--- config.mk ---
export PLATFORM = sky130hd
export DESIGN_NAME = dual_clkgate
export DESIGN_NICKNAME = d
export VERILOG_FILES = /design/src/rtl/dcg_pkg.sv /design/src/rtl/en_sync.sv /design/src/rtl/gate_cell.sv /design/src/rtl/dual_clkgate.sv
export SDC_FILE = /design/constraint.sdc
export NUM_CORES = 1
export LEC_CHECK = 0
export CORE_AREA = 2 2 39 41
export CTS_BUF_LIST = sky130_fd_sc_hd__clkbuf_8
export DETAILED_ROUTE_END_ITERATION = 7
export DIE_AREA = 0 0 41 43
export DONT_BUFFER_PORTS = 1
export GPL_TIMING_DRIVEN = 1
export PLACE_DENSITY = 0.3
export SLEW_MARGIN = 15
export SYNTH_ARGS = -nofsm -noshare
export SYNTH_HDL_FRONTEND = slang
export SYNTH_SLANG_ARGS = --single-unit
--- constraint.sdc ---
create_clock -name ref_clk -period 0.8 [get_ports ref_clk]
set_clock_uncertainty 0.15 [all_clocks]
set_input_delay 0.04 -clock ref_clk [delete_from_list [all_inputs] [get_ports ref_clk]]
set_output_delay 0.04 -clock ref_clk [all_outputs]
set_load 0.005 [all_outputs]
--- src/rtl/dcg_pkg.sv ---
package dcg_pkg;
  // Number of reference-clock rising edges between a combined enable being
  // sampled and the gate acting on it; the falling-edge gate stage adds no
  // full cycle to the latency seen at the outputs.
  function automatic int restart_cycles(input int sync_stages);
    return sync_stages;
  endfunction
endpackage

--- src/rtl/en_sync.sv ---
module en_sync #(
  parameter int STAGES = 2
) (
  input  logic clk,
  input  logic rst_n,
  input  logic d_async,
  output logic q_sync
);
  logic [STAGES-1:0] chain;

  generate
    for (genvar s = 0; s < STAGES; s++) begin : g_stage
      if (s == 0) begin : g_first
        always_ff @(posedge clk or negedge rst_n) begin
          if (!rst_n) chain[0] <= 1'b0;
          else        chain[0] <= d_async;
        end
      end else begin : g_rest
        always_ff @(posedge clk or negedge rst_n) begin
          if (!rst_n) chain[s] <= 1'b0;
          else        chain[s] <= chain[s-1];
        end
      end
    end
  endgenerate

  assign q_sync = chain[STAGES-1];
endmodule

--- src/rtl/gate_cell.sv ---
module gate_cell (
  input  logic clk,
  input  logic rst_n,
  input  logic en_sync,
  output logic gated_clk,
  output logic gate_open
);
  logic gate_q;

  // Updated while the clock falls, so the gate is steady across each high phase.
  always_ff @(negedge clk or negedge rst_n) begin
    if (!rst_n) gate_q <= 1'b0;
    else        gate_q <= en_sync;
  end

  assign gated_clk = clk & gate_q;
  assign gate_open = gate_q;
endmodule

--- src/rtl/dual_clkgate.sv ---
module dual_clkgate #(
  parameter int NUM_OUT     = 2,
  parameter int SYNC_STAGES = 2
) (
  input  logic               ref_clk,
  input  logic               rst_n,
  input  logic [NUM_OUT-1:0] en_pin,
  input  logic [NUM_OUT-1:0] en_reg,
  output logic [NUM_OUT-1:0] clk_out,
  output logic [NUM_OUT-1:0] running
);
  import dcg_pkg::*;

  localparam int LAT = restart_cycles(SYNC_STAGES);

  logic [NUM_OUT-1:0] en_comb;
  logic [NUM_OUT-1:0] en_synced;

  assign en_comb = en_pin & en_reg;

  generate
    for (genvar i = 0; i < NUM_OUT; i++) begin : g_out
      en_sync #(.STAGES(SYNC_STAGES)) u_sync (
        .clk     (ref_clk),
        .rst_n   (rst_n),
        .d_async (en_comb[i]),
        .q_sync  (en_synced[i])
      );

      gate_cell u_gate (
        .clk       (ref_clk),
        .rst_n     (rst_n),
        .en_sync   (en_synced[i]),
        .gated_clk (clk_out[i]),
        .gate_open (running[i])
      );

      if (LAT == 2) begin : g_chk
        // enable held over two edges opens the gate within two cycles
        assert_restart_latency_R5: assert property (@(posedge ref_clk) disable iff (!rst_n)
          en_comb[i] ##1 en_comb[i] |=> running[i]);
        // a low combined enable closes the gate two cycles later
        assert_stop_latency_R2: assert property (@(posedge ref_clk) disable iff (!rst_n)
          !en_comb[i] |=> ##1 !running[i]);
      end

      // a stopped output stays low through the high phase
      assert_stopped_low_R3: assert property (@(negedge ref_clk) disable iff (!rst_n)
        !running[i] |-> !clk_out[i]);
      // reset holds output and status low
      assert_reset_low_R7: assert property (@(posedge ref_clk)
        !rst_n |-> (!clk_out[i] && !running[i]));
    end
  endgenerate
endmodule

# After elaboration in Yosys (flattened, before gate mapping)
# Index checks and enable logic that the tools add are counted.
totals:
  reg_bits: 6
  in_bits: 6
  wordCells: 9
op_classes:
  bitwise: 3
ops:
  columns: ["op", "n"]
  rows:
  - ["$and 1x1->1", 2]
  - ["$and 2x2->2", 1]

# Logic depth before layout (Yosys ltp)
depth:
  depth_word: 1
  ltp_mapped: 2

# Modules after synthesis
# Synthesis repeated with hierarchy kept, for this count alone.
unflattened:
  hier_cells: 10
  hier_area_um2: 175.2
by_module_without_submodules:
  columns: ["module", "instances", "cells_per_inst", "area_per_inst_um2", "seq_area_each_um2"]
  rows:
  - ["en_sync", 2, 2, 50.0, 50.0]
  - ["gate_cell", 2, 2, 31.3, 25.0]
  - ["dual_clkgate", 1, 2, 12.5, 0.0]

==> results.yml <==
final_layout:
  finalInstanceArea_um2: 363
  n_antenna_cell: 0
  nFillCells: 142
  multi_input_area_um2: 27.5
  final_cell_mix: "clkbuf_8 (7), dlygate4sd3_1 (5), dfrtp_1 (4), and2_1 (3)"
  nNetsFinal: 32
  layout_commonest_cell: "clkbuf_8"
  drive_gt1_frac: 0.400
  area_growth_pct: 76.8
  final-seq-area_um2: 150
hold_path:
  hp-class: "in2async"
detailed_routing:
  drtPass1Iterations: 1
  num_vias: 134
  wirelength_um: 347
  remaining_drc_errors: 0
  post_drt_wl_per_cell_um: 8.46
  vias_per_cell: 3.27
  drtIter0Drc: 0
  ant_nets: 0
grt:
  grt_pass1_vias: 185
  grt_util_all_layers: 0.0789
  grt-ovfl-total: 0
  grt_pass1_wl_um: 572
  antenna_found_initial: 0
  grt_max_degree: 7
worst_setup_path:
  reg2reg_to: "g_out[0].u_gate.gate_open"
  worstPathArrival_ps: 1290
  rr_startpoint: "g_out[0].u_sync.q_sync"
  reg2reg_depth: 0
  worstSetupPathType: "reg2out"
  required_ps: 610
  cp_slowest_cell: "dfrtn_1"
  cp_max_fo: 2
  regToRegSetupSlack_ps: -210
  cp-end-kind: "primary output"
  crit_chain: "and2_4"
  cpPeakStageDelay_ps: 390
  start_kind: "register"
  path_delay_family: "flip-flops"
  path_buf_inv: 0
timing:
  setup_violations: 8
  tightest_slew_ps: 270
  max_slew_margin: 0.820
  rsz0062_at_grt: "yes"
  holdWs_ps: -129
  drv_slew: 0
  finalHoldViolCount: 4
  setup_slack_ps: -685
outcome:
  violations: "negative hold slack, negative setup slack"
  status: "complete, but fails checks"
synthesis:
  yosysWarningCount: 0
  synth.largest_area_cell: "dfrtp_1"
  avgSynthCellArea_um2: 14.7
  yosysUniqueCellTypes: 4
  syn-num-nets: 20
  ys_seq_elements: 6
  syn_area_um2: 205
  ys_seq_area_frac: 0.732
  synth_cells: 14
  netlist_top_cells_area: "dfrtp_1 (49%), dfrtn_1 (24%), buf_4 (15%)"
  yosys.area.top_type_share: 0.488
floorplanning:
  die_w_um: 41
  start_util: 0.148
  core-area_um2: 1380
  rows: 14
  die_area_um2: 1760
  dieHeight_um: 43
  ios: 10
clock_network:
  postCtsSetupRepairBufs: 0
  cts_tree: "built"
  hold_buffers: 5
  clkTransAtPathRegs_ps: 40
  clkLatencyLatePin_ps: 330
power_and_ir_drop:
  p_per_area_nw_per_um2: 3810
  power_leakage_nw: 0.177
  peakVddDrop_v: 0.00178
place:
  portBuffers: 0
  dpl_worst_slack_ps: -298
  place_area_um2: 210
  place.gp.congestion: 0.543
job:
  max_cap_violations: 0
[power by group]
group / switching [mW] / internal, mW
Clock: 0.244 / 0.778
Combinational: 0.0108 / 0.0246
Sequential: 0.00419 / 0.321
[cell families after synthesis]
family | Yosys count | synth area share
and+or+nand+nor | 4 | 0.122
buffers and inverters | 4 | 0.146
DFF | 6 | 0.732
[registers in the layout, indices dropped and copies added (netlist names)]
name                    cells
g_out.u_sync.q_sync         2
g_out.u_gate.gate_open      2
g_out.u_sync.chain          2
[how the worst max path moves through the flow]
| stage | start | endpoint | slack (ps) | cells past startpoint |
|---|---|---|---|---|
| 3_3_place_gp | g_out[0].u_gate.gate_open | clk_out[0] | -300 | 1 |
| 2_1_floorplan | g_out[0].u_gate.gate_open | clk_out[0] | -370 | 2 |
| 4_1_cts | g_out[1].u_gate.gate_open | clk_out[1] | -690 | 1 |
| 6_report | g_out[1].u_gate.gate_open | clk_out[1] | -680 | 1 |
| 3_5_place_dp | g_out[0].u_gate.gate_open | clk_out[0] | -300 | 1 |
| 5_1_grt | g_out[1].u_gate.gate_open | clk_out[1] | -720 | 1 |
[per-stage QoR]
stage          total power [mW]  hold slack, ps  instances   util  TNS, ps
4_1_cts                    1.42            -125         41  0.260    -3120
3_5_place_dp              0.367            -405         28  0.152    -1630
2_1_floorplan             0.404            -406         14      -    -1750
3_3_place_gp              0.367            -405         28  0.152    -1620
5_1_grt                    1.49            -113         41  0.262    -3250
6_report                   1.38            -129         41  0.262    -3090
[cells in the mapped netlist (all sizes together)]
library cell  instances
and2                  4
buf                   4
dfrtn                 2
dfrtp                 4
[layer usage]
layer / vias up / GRT usage / wire length (µm)
li1: 60 / - / -
met1: 60 / 0.0329 / 117
met2: 12 / 0.0531 / 150
met3: 2 / 0.126 / 68
met4: 0 / 0.180 / 11
met5: - / 0 / 0
[final cells by class]
type | instances | share of cell area
multi-input combinational | 4 | 0.0759
tap | 16 | 0.0552
sequential | 6 | 0.414
clock buffer | 7 | 0.266
clock inverter | 1 | 0.0103
timing repair buffer | 7 | 0.179
[what timing repair did]
item | in CTS | in global routing
endpoints found under the hold margin | 8 | 4
resized for setup | 0 | 1
endpoints found under the setup margin | 8 | 8
Power figures use the tool's default switching activity.
